===== config.mk =====
export PLATFORM = sky130hd
export DESIGN_NAME = llsc_monitor
export DESIGN_NICKNAME = d
export VERILOG_FILES = /design/src/rtl/llsc_pkg.sv /design/src/rtl/llsc_resv.sv /design/src/rtl/llsc_lock_tbl.sv /design/src/rtl/llsc_issue_map.sv /design/src/rtl/llsc_monitor.sv
export SDC_FILE = /design/constraint.sdc
export NUM_CORES = 1
export LEC_CHECK = 0
export BUFFER_PORTS_ARGS = -buffer_cell sky130_fd_sc_hd__buf_2
export CORE_MARGIN = 5
export CORE_UTILIZATION = 50
export CTS_CLUSTER_SIZE = 14
export DETAILED_ROUTE_END_ITERATION = 10
export GPL_ROUTABILITY_DRIVEN = 0
export MAX_ROUTING_LAYER = met4
export PLACE_DENSITY = 0.85
export SETUP_SLACK_MARGIN = 0.15
export SYNTH_ARGS = -nofsm -noshare
export SYNTH_HDL_FRONTEND = slang
export SYNTH_SLANG_ARGS = --single-unit
export TNS_END_PERCENT = 30

===== constraint.sdc =====
create_clock -name clk -period 2.9 [get_ports clk]
set_clock_uncertainty 0.15 [all_clocks]
set_input_delay 0.435 -clock clk [delete_from_list [all_inputs] [get_ports clk]]
set_output_delay 0.435 -clock clk [all_outputs]
set_load 0.005 [all_outputs]

===== src/rtl/llsc_pkg.sv =====
package llsc_pkg;

  typedef enum logic [2:0] {
    K_LOAD  = 3'd0,
    K_FETCH = 3'd1,
    K_STORE = 3'd2,
    K_LINK  = 3'd3,
    K_COND  = 3'd4,
    K_LKRD  = 3'd5,
    K_LKWR  = 3'd6,
    K_FLUSH = 3'd7
  } op_kind_e;

  typedef enum logic [2:0] {
    C_READ   = 3'd0,
    C_FETCH  = 3'd1,
    C_EXCL   = 3'd2,
    C_ATOMIC = 3'd3,
    C_FLUSH  = 3'd4
  } bus_cls_e;

  function automatic bus_cls_e cls_of(op_kind_e k);
    bus_cls_e c;
    case (k)
      K_LOAD:  c = C_READ;
      K_FETCH: c = C_FETCH;
      K_LINK,
      K_COND:  c = C_ATOMIC;
      K_FLUSH: c = C_FLUSH;
      default: c = C_EXCL;
    endcase
    return c;
  endfunction

  function automatic logic is_plain_write(op_kind_e k);
    return (k == K_STORE) || (k == K_LKRD) || (k == K_LKWR) || (k == K_FLUSH);
  endfunction

endpackage


===== src/rtl/llsc_resv.sv =====
module llsc_resv
  import llsc_pkg::*;
#(
  parameter int LINE_W = 8,
  parameter int ID_W   = 2
) (
  input  logic              clk,
  input  logic              rst,
  input  logic              bypass_i,
  input  logic              cpl_valid_i,
  input  op_kind_e          cpl_kind_i,
  input  logic [LINE_W-1:0] cpl_line_i,
  input  logic [ID_W-1:0]   cpl_req_i,
  input  logic              cpl_present_i,
  input  logic              inv_valid_i,
  input  logic [LINE_W-1:0] inv_line_i,
  output logic              rsp_valid_o,
  output logic              rsp_ok_o,
  output logic              held_o,
  output logic [LINE_W-1:0] line_o,
  output logic [ID_W-1:0]   req_o
);

  logic              held_q, held_d;
  logic [LINE_W-1:0] line_q, line_d;
  logic [ID_W-1:0]   req_q, req_d;
  logic              ok_d;
  logic              inv_hit, live, line_eq, req_eq;

  always_comb begin
    inv_hit = inv_valid_i && held_q && (inv_line_i == line_q);
    live    = held_q && !inv_hit;
    line_eq = (line_q == cpl_line_i);
    req_eq  = (req_q == cpl_req_i);
    held_d  = live;
    line_d  = line_q;
    req_d   = req_q;
    ok_d    = 1'b1;
    if (cpl_valid_i && !bypass_i) begin
      case (cpl_kind_i)
        K_LINK: begin
          held_d = 1'b1;
          line_d = cpl_line_i;
          req_d  = cpl_req_i;
        end
        K_COND: begin
          ok_d = live && line_eq && req_eq;
          if (live && line_eq) held_d = 1'b0;
        end
        default: begin
          if (is_plain_write(cpl_kind_i) && cpl_present_i && live && line_eq && req_eq)
            held_d = 1'b0;
        end
      endcase
    end
  end

  always_ff @(posedge clk) begin
    if (rst) begin
      held_q      <= 1'b0;
      line_q      <= '0;
      req_q       <= '0;
      rsp_valid_o <= 1'b0;
      rsp_ok_o    <= 1'b0;
    end else begin
      held_q      <= held_d;
      line_q      <= line_d;
      req_q       <= req_d;
      rsp_valid_o <= cpl_valid_i;
      rsp_ok_o    <= cpl_valid_i && ok_d;
    end
  end

  assign held_o = held_q;
  assign line_o = line_q;
  assign req_o  = req_q;

  AST_LINK_SETS: assert property (@(posedge clk) disable iff (rst)
    (cpl_valid_i && !bypass_i && cpl_kind_i == K_LINK)
      |=> (held_q && line_q == $past(cpl_line_i) && rsp_ok_o));

  AST_COND_FAILS: assert property (@(posedge clk) disable iff (rst)
    (cpl_valid_i && !bypass_i && cpl_kind_i == K_COND &&
     !(held_q && line_q == cpl_line_i && req_q == cpl_req_i))
      |=> !rsp_ok_o);

  AST_COND_CLEARS: assert property (@(posedge clk) disable iff (rst)
    (cpl_valid_i && !bypass_i && cpl_kind_i == K_COND && line_q == cpl_line_i)
      |=> !held_q);

  AST_BYPASS_PASS: assert property (@(posedge clk) disable iff (rst)
    (cpl_valid_i && bypass_i) |=> rsp_ok_o);

  AST_INV_CLEARS: assert property (@(posedge clk) disable iff (rst)
    (inv_valid_i && held_q && inv_line_i == line_q &&
     !(cpl_valid_i && !bypass_i && cpl_kind_i == K_LINK))
      |=> !held_q);

  AST_READ_KEEPS: assert property (@(posedge clk) disable iff (rst)
    (cpl_valid_i && !inv_valid_i && (cpl_kind_i == K_LOAD || cpl_kind_i == K_FETCH))
      |=> ($stable(held_q) && $stable(line_q) && $stable(req_q) && rsp_ok_o));

  AST_RSP_LATENCY: assert property (@(posedge clk) disable iff (rst)
    cpl_valid_i |=> rsp_valid_o);

endmodule


===== src/rtl/llsc_lock_tbl.sv =====
module llsc_lock_tbl
  import llsc_pkg::*;
#(
  parameter int LINE_W = 8,
  parameter int NBLK   = 2
) (
  input  logic              clk,
  input  logic              rst,
  input  logic              cpl_valid_i,
  input  op_kind_e          cpl_kind_i,
  input  logic [LINE_W-1:0] cpl_line_i,
  output logic              blk_evt_o,
  output logic              unblk_evt_o,
  output logic [LINE_W-1:0] evt_line_o
);

  logic [NBLK-1:0]   ent_v_q;
  logic [LINE_W-1:0] ent_l_q [NBLK];
  logic [NBLK-1:0]   hit;
  logic [NBLK-1:0]   grant;
  logic              taken;
  logic              alloc, release_now;

  for (genvar i = 0; i < NBLK; i++) begin : g_hit
    assign hit[i] = ent_v_q[i] && (ent_l_q[i] == cpl_line_i);
  end

  always_comb begin
    grant = '0;
    taken = 1'b0;
    for (int i = 0; i < NBLK; i++) begin
      if (!ent_v_q[i] && !taken) begin
        grant[i] = 1'b1;
        taken    = 1'b1;
      end
    end
  end

  assign alloc       = cpl_valid_i && (cpl_kind_i == K_LKRD) && !(|hit) && taken;
  assign release_now = cpl_valid_i && (cpl_kind_i == K_LKWR) && (|hit);

  for (genvar i = 0; i < NBLK; i++) begin : g_ent
    always_ff @(posedge clk) begin
      if (rst) begin
        ent_v_q[i] <= 1'b0;
        ent_l_q[i] <= '0;
      end else if (alloc && grant[i]) begin
        ent_v_q[i] <= 1'b1;
        ent_l_q[i] <= cpl_line_i;
      end else if (release_now && hit[i]) begin
        ent_v_q[i] <= 1'b0;
      end
    end
  end

  always_ff @(posedge clk) begin
    if (rst) begin
      blk_evt_o   <= 1'b0;
      unblk_evt_o <= 1'b0;
      evt_line_o  <= '0;
    end else begin
      blk_evt_o   <= alloc;
      unblk_evt_o <= release_now;
      if (alloc || release_now) evt_line_o <= cpl_line_i;
    end
  end

  AST_NO_DUP_BLOCK: assert property (@(posedge clk) disable iff (rst)
    $onehot0(hit));

  AST_EVT_EXCLUSIVE: assert property (@(posedge clk) disable iff (rst)
    !(blk_evt_o && unblk_evt_o));

  AST_UNBLK_NEEDS_HIT: assert property (@(posedge clk) disable iff (rst)
    (cpl_valid_i && cpl_kind_i == K_LKWR && hit == '0) |=> !unblk_evt_o);

  AST_EVT_ONE_CYCLE: assert property (@(posedge clk) disable iff (rst)
    (!cpl_valid_i) |=> (!blk_evt_o && !unblk_evt_o));

endmodule


===== src/rtl/llsc_issue_map.sv =====
module llsc_issue_map
  import llsc_pkg::*;
(
  input  logic     clk,
  input  logic     rst,
  input  logic     iss_valid_i,
  input  op_kind_e iss_kind_i,
  output logic     iss_valid_o,
  output bus_cls_e iss_cls_o
);

  always_ff @(posedge clk) begin
    if (rst) begin
      iss_valid_o <= 1'b0;
      iss_cls_o   <= C_READ;
    end else begin
      iss_valid_o <= iss_valid_i;
      if (iss_valid_i) iss_cls_o <= cls_of(iss_kind_i);
    end
  end

  AST_PAIR_ATOMIC: assert property (@(posedge clk) disable iff (rst)
    (iss_valid_i && (iss_kind_i == K_LINK || iss_kind_i == K_COND))
      |=> (iss_valid_o && iss_cls_o == C_ATOMIC));

  AST_LOCKED_EXCL: assert property (@(posedge clk) disable iff (rst)
    (iss_valid_i && (iss_kind_i == K_LKRD || iss_kind_i == K_LKWR))
      |=> (iss_valid_o && iss_cls_o == C_EXCL));

endmodule


===== src/rtl/llsc_monitor.sv =====
module llsc_monitor
  import llsc_pkg::*;
#(
  parameter int LINE_W = 8,
  parameter int ID_W   = 2,
  parameter int NBLK   = 2
) (
  input  logic              clk,
  input  logic              rst,
  input  logic              bypass_i,
  input  logic              cpl_valid_i,
  input  logic [2:0]        cpl_kind_i,
  input  logic [LINE_W-1:0] cpl_line_i,
  input  logic [ID_W-1:0]   cpl_req_i,
  input  logic              cpl_present_i,
  input  logic              inv_valid_i,
  input  logic [LINE_W-1:0] inv_line_i,
  input  logic              iss_valid_i,
  input  logic [2:0]        iss_kind_i,
  output logic              rsp_valid_o,
  output logic              rsp_ok_o,
  output logic              resv_held_o,
  output logic [LINE_W-1:0] resv_line_o,
  output logic [ID_W-1:0]   resv_req_o,
  output logic              blk_evt_o,
  output logic              unblk_evt_o,
  output logic [LINE_W-1:0] evt_line_o,
  output logic              iss_valid_o,
  output logic [2:0]        iss_cls_o
);

  op_kind_e cpl_kind, iss_kind;
  bus_cls_e iss_cls;

  assign cpl_kind  = op_kind_e'(cpl_kind_i);
  assign iss_kind  = op_kind_e'(iss_kind_i);
  assign iss_cls_o = iss_cls;

  llsc_resv #(.LINE_W(LINE_W), .ID_W(ID_W)) u_resv (
    .clk           (clk),
    .rst           (rst),
    .bypass_i      (bypass_i),
    .cpl_valid_i   (cpl_valid_i),
    .cpl_kind_i    (cpl_kind),
    .cpl_line_i    (cpl_line_i),
    .cpl_req_i     (cpl_req_i),
    .cpl_present_i (cpl_present_i),
    .inv_valid_i   (inv_valid_i),
    .inv_line_i    (inv_line_i),
    .rsp_valid_o   (rsp_valid_o),
    .rsp_ok_o      (rsp_ok_o),
    .held_o        (resv_held_o),
    .line_o        (resv_line_o),
    .req_o         (resv_req_o)
  );

  llsc_lock_tbl #(.LINE_W(LINE_W), .NBLK(NBLK)) u_lock (
    .clk         (clk),
    .rst         (rst),
    .cpl_valid_i (cpl_valid_i),
    .cpl_kind_i  (cpl_kind),
    .cpl_line_i  (cpl_line_i),
    .blk_evt_o   (blk_evt_o),
    .unblk_evt_o (unblk_evt_o),
    .evt_line_o  (evt_line_o)
  );

  llsc_issue_map u_map (
    .clk         (clk),
    .rst         (rst),
    .iss_valid_i (iss_valid_i),
    .iss_kind_i  (iss_kind),
    .iss_valid_o (iss_valid_o),
    .iss_cls_o   (iss_cls)
  );

  AST_RESET_QUIET: assert property (@(posedge clk)
    rst |=> (!rsp_valid_o && !resv_held_o && !blk_evt_o && !unblk_evt_o && !iss_valid_o));

endmodule


Word-level counts from Yosys, hierarchy flattened
Memory sizes are Yosys's and may differ from the RTL's.
Cells that the tools add are included.
{"block": "op_classes", "n_eq_ne": 15, "mux": 24, "bitwise_logic": 2, "n_reduce_logical": 37}
{"op": "8-bit equality test", "count": 4}
{"op": "1-bit logical AND", "count": 23}
{"op": "1-bit 2-to-1 mux", "count": 20}
{"op": "3-bit equality test, second input constant", "count": 6}
{"op": "8-bit 2-to-1 mux", "count": 2}
{"op": "3-bit case mux with 4 select lines", "count": 1}
{"op": "3-bit by 2-bit equality test with 1-bit output, second input constant", "count": 3}
{"op": "1-bit logical NOT", "count": 4}
{"op": "1-bit logical OR", "count": 4}
{"op": "2-bit nonzero test", "count": 2}
{"op": "2-bit OR reduction", "count": 2}
{"op": "3-bit by 1-bit equality test with 1-bit output, second input constant", "count": 1}
{"op": "3-bit logical NOT", "count": 1}
{"op": "2-bit equality test", "count": 1}
{"op": "1-bit OR", "count": 2}
{"op": "1-bit case mux with 2 select lines", "count": 1}
{"op": "2-bit AND reduction", "count": 1}
{"block": "word_totals", "register_bits": 29, "ram_bits": 16, "output_inout_bits": 27, "elab_cells": 91, "mem_count": 1}
{"name": "u_lock.ent_l_q", "depth": 2, "width": 8, "read_ports": 2, "rd_ports_with_merged_regs": 0, "write_ports": 2, "line_no": "llsc_lock_tbl.sv:18", "rtl": "logic [LINE_W-1:0] ent_l_q [NBLK];"}

Logic depth before layout (Yosys ltp)
Gate-level depths: netlist of run 1.
{"block": "logic_depth", "ltp_word": 11, "ltp_mapped": 7, "depth_no_buf": 6}

Cells and area by module
From an unflattened synthesis of run 1, not the netlist that was laid out.
{"block": "hier_totals", "cells_unflattened": 268, "hier_area_um2": 2516.2}
{"module": "llsc_lock_tbl", "instances": 1, "cells_each": 176, "area_each_um2": 1616.6, "seq_area_each_um2": 720.7}
{"module": "llsc_resv", "instances": 1, "cells_each": 76, "area_each_um2": 734.5, "seq_area_each_um2": 260.2}
{"module": "llsc_issue_map", "instances": 1, "cells_each": 16, "area_each_um2": 165.2, "seq_area_each_um2": 80.1}

Worst setup path after synthesis of run 1
OpenSTA, ideal clock, no wires.
{"block": "synth_path", "path_type": "input to register", "from": "input port cpl_kind_i[1]", "to": "memory u_lock.ent_l_q[0][0] (enable)", "setup_time_ns": 0.398, "arrival_ns": 1.980, "slack_ns": 0.372, "cell_stages": 4, "path_cell_list": "nand4b_1 -> a21o_1 -> clkbuf_1 -> o41ai_1"}
{"element": "start: declaration", "line_no": "llsc_monitor.sv:12", "rtl": "input logic [2:0] cpl_kind_i,"}
{"element": "end: declaration", "line_no": "llsc_lock_tbl.sv:18"}

==> results of run 1 <==
area by class of cell:
cell class | count | area (µm²)
fillers | 409 | 1880
multi-input cells | 217 | 1270
clock buffers | 5 | 68.8
flip-flops and latches | 45 | 1060
inverters | 5 | 21.3
repair buffers | 63 | 330
clock inverters | 3 | 41.3
well taps | 67 | 83.8
layer usage:
metal / wire [µm] / track usage, % / part of all wire (%) / up-vias
met1: 2540 / 25.2 / 43 / 1028
met3: 413 / 3.70 / 6.9 / 12
met5: 0 / - / 0 / -
met4: 80 / 5.74 / 1.3 / 0
met2: 2920 / 33.2 / 49 / 94
li1: - / - / - / 1096
cells in the final DEF, fill, tap and decap left out, drive strengths merged, types with 2 or more instances in the layout:
cell type  count
buf           63
nand2         54
nor2          37
dfxtp         29
xnor2         24
edfxtp        16
a21oi         15
xor2          10
o211ai         9
and3           8
nor3b          8
o22ai          8
nand3          6
clkbuf         5
nand4          5
nor4           5
inv            5
nand4b         4
nor3           3
a211oi         3
nor2b          2
nand2b         2
o21ai          2
sequential cells by signal (all words and copies together) (netlist names):
register,cells
u_lock.blk_evt_o,1
u_lock.unblk_evt_o,1
u_resv.line_o,8
u_resv.req_o,2
u_lock.ent_l_q,16
u_map.iss_cls_o,3
u_resv.held_o,1
u_resv.rsp_valid_o,1
u_lock.ent_v_q,2
u_lock.evt_line_o,8
u_map.iss_valid_o,1
u_resv.rsp_ok_o,1
power groups by stage:
stage / combinational [mW] / clock [mW] / sequential (mW)
2_1_floorplan: 0.101 / 0 / 0.696
6_report: 0.158 / 0.469 / 0.682
5_1_grt: 0.175 / 0.511 / 0.684
3_5_place_dp: 0.156 / 0 / 0.696
3_3_place_gp: 0.152 / 0 / 0.695
4_1_cts: 0.157 / 0.475 / 0.681
worst max-delay path by stage:
stage / from / end / slack, ns
5_1_grt: u_lock.ent_l_q[0][0] / u_lock.ent_l_q[1][2] / 0.49
2_1_floorplan: cpl_kind_i[1] / u_lock.ent_l_q[0][0] / 0.37
6_report: u_lock.ent_l_q[0][3] / u_lock.ent_l_q[1][2] / 0.58
3_3_place_gp: cpl_line_i[5] / u_lock.ent_l_q[1][0] / 0.45
4_1_cts: u_lock.ent_l_q[0][5] / u_lock.ent_l_q[1][2] / 0.60
3_5_place_dp: cpl_line_i[5] / u_lock.ent_l_q[1][2] / 0.37
cells by family after synthesis:
logic type / count (synthesis) / synth area share, %
DFF: 45 / 43.1
and+or+nand+nor: 138 / 27.5
buffers and inverters: 25 / 5.39
AOI/OAI and AO/OA: 45 / 11.9
xor gates and xnor gates: 34 / 12.1
through the flow:
step	util (%)	area (µm²)	hold slack [ns]	total power, mW
after floorplan	-	2460	0.312	0.797
after global placement	58.1	2760	0.306	0.847
after detailed placement	58.1	2760	0.305	0.852
after CTS	60.4	2870	0.236	1.31
after global routing	60.4	2870	0.242	1.37
final	60.4	2870	0.243	1.31
worst min-delay path, stage by stage:
cell	delay [ns]
buf_2	0.11
nand2_1	0.05
a21oi_1	0.05
==> impl_metrics.csv, run 1 <==
group,metric,value,unit
outcome,status,"completed",
floorplan,dieWidth,80.2,µm
critical_path,reg2reg_depth,6,
sta,setup_slack,0.579,ns
logic_synthesis,post_synth_num_cell_types,41,
sta,setup_violations,0,
logic_synthesis,synthTopCellsByCount,"nand2_1, nor2_1, dfxtp_1, xnor2_1, edfxtp_1",
critical_path,r2r-start,"u_lock.ent_l_q[0][3]",
logic_synthesis,synthFlopType,"dfxtp_1",
logic_synthesis,synth_seq_area_share,43.1,%
critical_path,reg2reg_to,"u_lock.ent_l_q[1][2]",
critical_path,reg2reg_slack,0.58,ns
grt,track_usage,20.1,%
floorplan,core-area,4750,µm²
final_layout,area_growth,16.8,%
logic_synthesis,netlist_top_cells_area,"dfxtp_1, edfxtp_1, xnor2_1",
grt,antenna_found_initial,0,
critical_path,crit_path_start_kind,"flop",
logic_synthesis,syn_inst,287,
detailed_routing,firstDrtPassIters,4,
final_layout,nNetsFinal,368,
sta,worst_pin_slew,0.753,ns
place,numPortBuffers,57,
clocking,root_buffer,"clkbuf_8",
detailed_routing,wire_per_inst,14.7,µm
final_layout,antenna_cells,0,
logic_synthesis,syn_area_per_cell,8.58,µm²
clocking,cts.clk_slew.worst_paths,0.09,ns
critical_path,cp_cell_sequence,"xnor2_1, nand3_1, or4_4, nand4_4, inv_4, and3_1",
power,powerDensity,455,nW/µm²
run,drv_cap,0,
logic_synthesis,synth_edf_count,16,
sta,layout_min_cycle_time,2.32,ns
logic_synthesis,syn_nets,318,
worst_hold_path,worstHoldStart,"cpl_req_i[0]",
critical_path,crit_cells,6,
power,intPower,0.991,mW
clocking,cts_resized,0,
final_layout,drive_above_1_share,22.2,%
logic_synthesis,ys_warn_count,0,
critical_path,crit_buf_inv,1,
clocking,cts_tree,"built",
logic_synthesis,syn-cell-area,2460,µm²
critical_path,worstSetupEndpointType,"flop",
detailed_routing,via_count,2230,
floorplan,num_rows,25,
floorplan,dieArea,6430,µm²
grt,grt_max_degree,24,
detailed_routing,vias_per_cell,5.51,
floorplan,io_pins,58,
worst_hold_path,holdPathStages,3,
power,switchingPower,0.318,mW
clocking,cts_buffer_depth,2,
critical_path,path_delay_family,"simple AND/OR/NAND/NOR gates",
clocking,postCtsSetupBuffers,0,
power,leakage,1.20,nW
logic_synthesis,synth_top_cell_area_share,23.6,%
place,placed_cells,397,
clocking,cts_buffers,5,
critical_path,cp_slowest_cell,"or4_4",
grt,grt_pass1_vias,2108,
place,pre_cts_ws,0.367,ns
logic_synthesis,async_reset_ff_share,0,%
floorplan,start_util,51.8,%
place,dp_hpwl,4310,µm
critical_path,cp_max_fo,12,
sta,drv_slew,0,
worst_hold_path,hold_end,"u_resv.req_o[0]",
power,sw_frac_of_total,24.3,%
sta,timing.final.crit_share,80.0,%
detailed_routing,drt_iter0_markers,207,
worst_hold_path,hp-class,"in -> reg",
detailed_routing,wirelength,5960,µm
critical_path,crit_type,"reg -> reg",
critical_path,worstPathArrival,2.22,ns
power,ir_drop,0.000266,V
critical_path,cpPeakStageDelay,0.64,ns
grt,grt-ovfl-total,0,
power,p_comb_share,12.1,%
logic_synthesis,synth_top_cell_by_area,"dfxtp_1",
clocking,holdBufCountCts,0,
sta,hold_viol,0,
detailed_routing,drc_errors,0,
grt,grt_pass1_wl,9980,µm
logic_synthesis,synth.most_common_cell,"nand2_1",
sta,rsz0062_at_grt,"no",
power,pwr-share-seq,52.1,%
critical_path,cp.required,2.80,ns
logic_synthesis,ys_ff_latch,45,
clocking,clock_latency,0.30,ns
clocking,htreeDepth,2,
floorplan,die_h,80.2,µm
clocking,clock_sinks,45,
power,pwr-share-clk,35.8,%
sta,finalSetupTns,0,ns
sta,clock.fmax,0.431,GHz
detailed_routing,detail-route-antenna-nets,0,
final_layout,stdcell_count,405,
sta,maxSlewHeadroom,49.4,%
(Power assumes the default switching activity.)
==> inputs of run 2 (changes only) <==
==> constraint.sdc (replaced) <==
create_clock -name clk -period 2.4 [get_ports clk]
set_clock_uncertainty 0.15 [all_clocks]
set_input_delay 0.36 -clock clk [delete_from_list [all_inputs] [get_ports clk]]
set_output_delay 0.36 -clock clk [all_outputs]
set_load 0.005 [all_outputs]
==> run 2 against run 1 <==
Compared with the run above:
- sequential share of layout area decreased by 0.85 points
- global-route usage up 0.33 points
- combinational power is 25% higher
- critical path type unchanged
- critical endpoint unchanged
- largest power group unchanged
- highest routed layer unchanged
==> impl_metrics.csv, run 2 (same netlist as run 1, synthesis figures left out) <==
group,metric,value,unit
outcome,status,"completed",
worst_hold_path,hp-class,"in -> reg",
clocking,cts_buffer_depth,2,
critical_path,worstPathArrival,2.11,ns
clocking,postCtsSetupBuffers,0,
grt,grt-ovfl-total,0,
floorplan,core-area,4750,µm²
sta,timing.final.crit_share,91.4,%
detailed_routing,detail-route-antenna-nets,0,
detailed_routing,wirelength,6110,µm
sta,worst_pin_slew,0.894,ns
place,numPortBuffers,57,
detailed_routing,vias_per_cell,5.48,
detailed_routing,wire_per_inst,14.9,µm
critical_path,crit_type,"reg -> reg",
final_layout,drive_above_1_share,24.4,%
critical_path,reg2reg_to,"u_lock.ent_l_q[1][2]",
floorplan,dieArea,6430,µm²
clocking,root_buffer,"clkbuf_8",
clocking,htreeDepth,2,
final_layout,largest_reg_flops,16,
sta,hold_viol,0,
critical_path,crit_cells,6,
floorplan,dieWidth,80.2,µm
clocking,clock_sinks,45,
critical_path,crit_buf_inv,1,
power,p_comb_share,12.3,%
final_layout,area_growth,19.5,%
sta,layout_min_cycle_time,2.19,ns
critical_path,crit_end,"u_lock.ent_l_q[1][2]",
critical_path,r2r-start,"u_lock.ent_l_q[0][0]",
final_layout,largest_register,"u_lock.ent_l_q",
floorplan,start_util,51.8,%
critical_path,reg2reg_slack,0.21,ns
detailed_routing,firstDrtPassIters,5,
power,pwr-share-seq,51.7,%
place,dp_hpwl,4470,µm
run,drv_cap,0,
grt,grt_pass1_wl,10100,µm
clocking,cts_buffers,5,
sta,drv_slew,0,
final_layout,fin_util,61.9,%
clocking,cts.clk_slew.worst_paths,0.09,ns
critical_path,reg2reg_depth,6,
place,placed_cells,403,
power,sw_frac_of_total,24.7,%
clocking,cts_tree,"built",
final_layout,layout_commonest_cell,"buf_2",
final_layout,stdcell_count,411,
final_layout,antenna_cells,0,
final_layout,layout_common_cells,"buf_2, nand2_1, nor2_1",
power,switchingPower,0.394,mW
critical_path,cp_max_fo,9,
floorplan,io_pins,58,
grt,grt_pass1_vias,2228,
power,intPower,1.20,mW
critical_path,setup.worst_path.start,"u_lock.ent_l_q[0][0]",
grt,track_usage,20.4,%
sta,maxSlewHeadroom,39.8,%
clocking,holdBufCountCts,0,
critical_path,worstSetupEndpointType,"flop",
detailed_routing,via_count,2251,
sta,clock.fmax,0.456,GHz
detailed_routing,drc_errors,0,
critical_path,cpPeakStageDelay,0.57,ns
detailed_routing,drt_iter0_markers,143,
sta,finalSetupTns,0,ns
power,ir_drop,0.000319,V
grt,antenna_found_initial,0,
critical_path,path_delay_family,"simple AND/OR/NAND/NOR gates",
critical_path,cp.required,2.31,ns
critical_path,crit_path_start_kind,"flop",
power,pwr-share-clk,36.0,%
final_layout,nNetsFinal,374,
sta,rsz0062_at_grt,"no",
floorplan,num_rows,25,
clocking,clock_latency,0.30,ns
critical_path,cp_slowest_cell,"or4_4",
power,leakage,1.24,nW
grt,grt_max_degree,21,
sta,setup_violations,0,
power,powerDensity,542,nW/µm²
critical_path,cp_cell_sequence,"xnor2_2, nand3_1, or4_4, nand4_4, inv_4, and3_1",
floorplan,die_h,80.2,µm
## run 2: stage by stage
stage	hold WS (ns)	power, mW	instance area [µm²]	setup WS (ns)
floorplan	0.306	0.963	2470	0.178
global placement	0.304	1.03	2820	0.158
detailed placement	0.309	1.03	2820	0.0570
CTS	0.148	1.60	2930	0.211
global route	0.168	1.66	2940	0.139
finish	0.154	1.60	2940	0.207
## run 2: how the worst min path moves through the flow
stage / end / start / slack (ns) / cells after the start
final: u_resv.req_o[1] / cpl_req_i[1] / 0.15 / 3
after global routing: u_resv.req_o[0] / cpl_req_i[0] / 0.17 / 3
after CTS: u_resv.req_o[1] / cpl_req_i[1] / 0.15 / 3
after detailed placement: u_map.iss_cls_o[1] / u_map.iss_cls_o[1] / 0.31 / 2
after global placement: u_map.iss_cls_o[1] / u_map.iss_cls_o[1] / 0.30 / 2
after floorplan: u_map.iss_cls_o[0] / iss_valid_i / 0.31 / 1
## run 2: area by class of cell
class,count,area (µm²)
clock buffer,5,68.8
fill,431,1810
multi-input combinational,217,1290
inverter,5,21.3
sequential,45,1060
clock inverter,3,41.3
timing repair buffer,69,375
tap,67,83.8
## run 2: power by group through the flow
stage / clock, mW / sequential (mW) / combinational [mW]
after floorplan: 0 / 0.841 / 0.122
after global placement: 0 / 0.841 / 0.185
after detailed placement: 0 / 0.842 / 0.191
after CTS: 0.584 / 0.824 / 0.194
after global routing: 0.617 / 0.828 / 0.216
final: 0.574 / 0.825 / 0.197
## run 2: worst register-to-register path, cell delays in order (launching register included)
cell and delay (ns):
edfxtp_1 0.44, xnor2_2 0.20, nand3_1 0.14, or4_4 0.57, nand4_4 0.19, inv_4 0.07, and3_1 0.19
## run 2: routing by layer
layer | GRT usage [%] | up-vias | wire, µm
li1 | - | 1108 | -
met1 | 24.6 | 1044 | 2600
met2 | 33.4 | 82 | 3010
met3 | 3.81 | 17 | 350
met4 | 8.95 | 0 | 142
met5 | - | - | 0
## run 2: timing repair
action / CTS / global route
setup endpoints to repair: 1 / 7
gates resized for setup: 1 / 1
pin swaps: 0 / 0
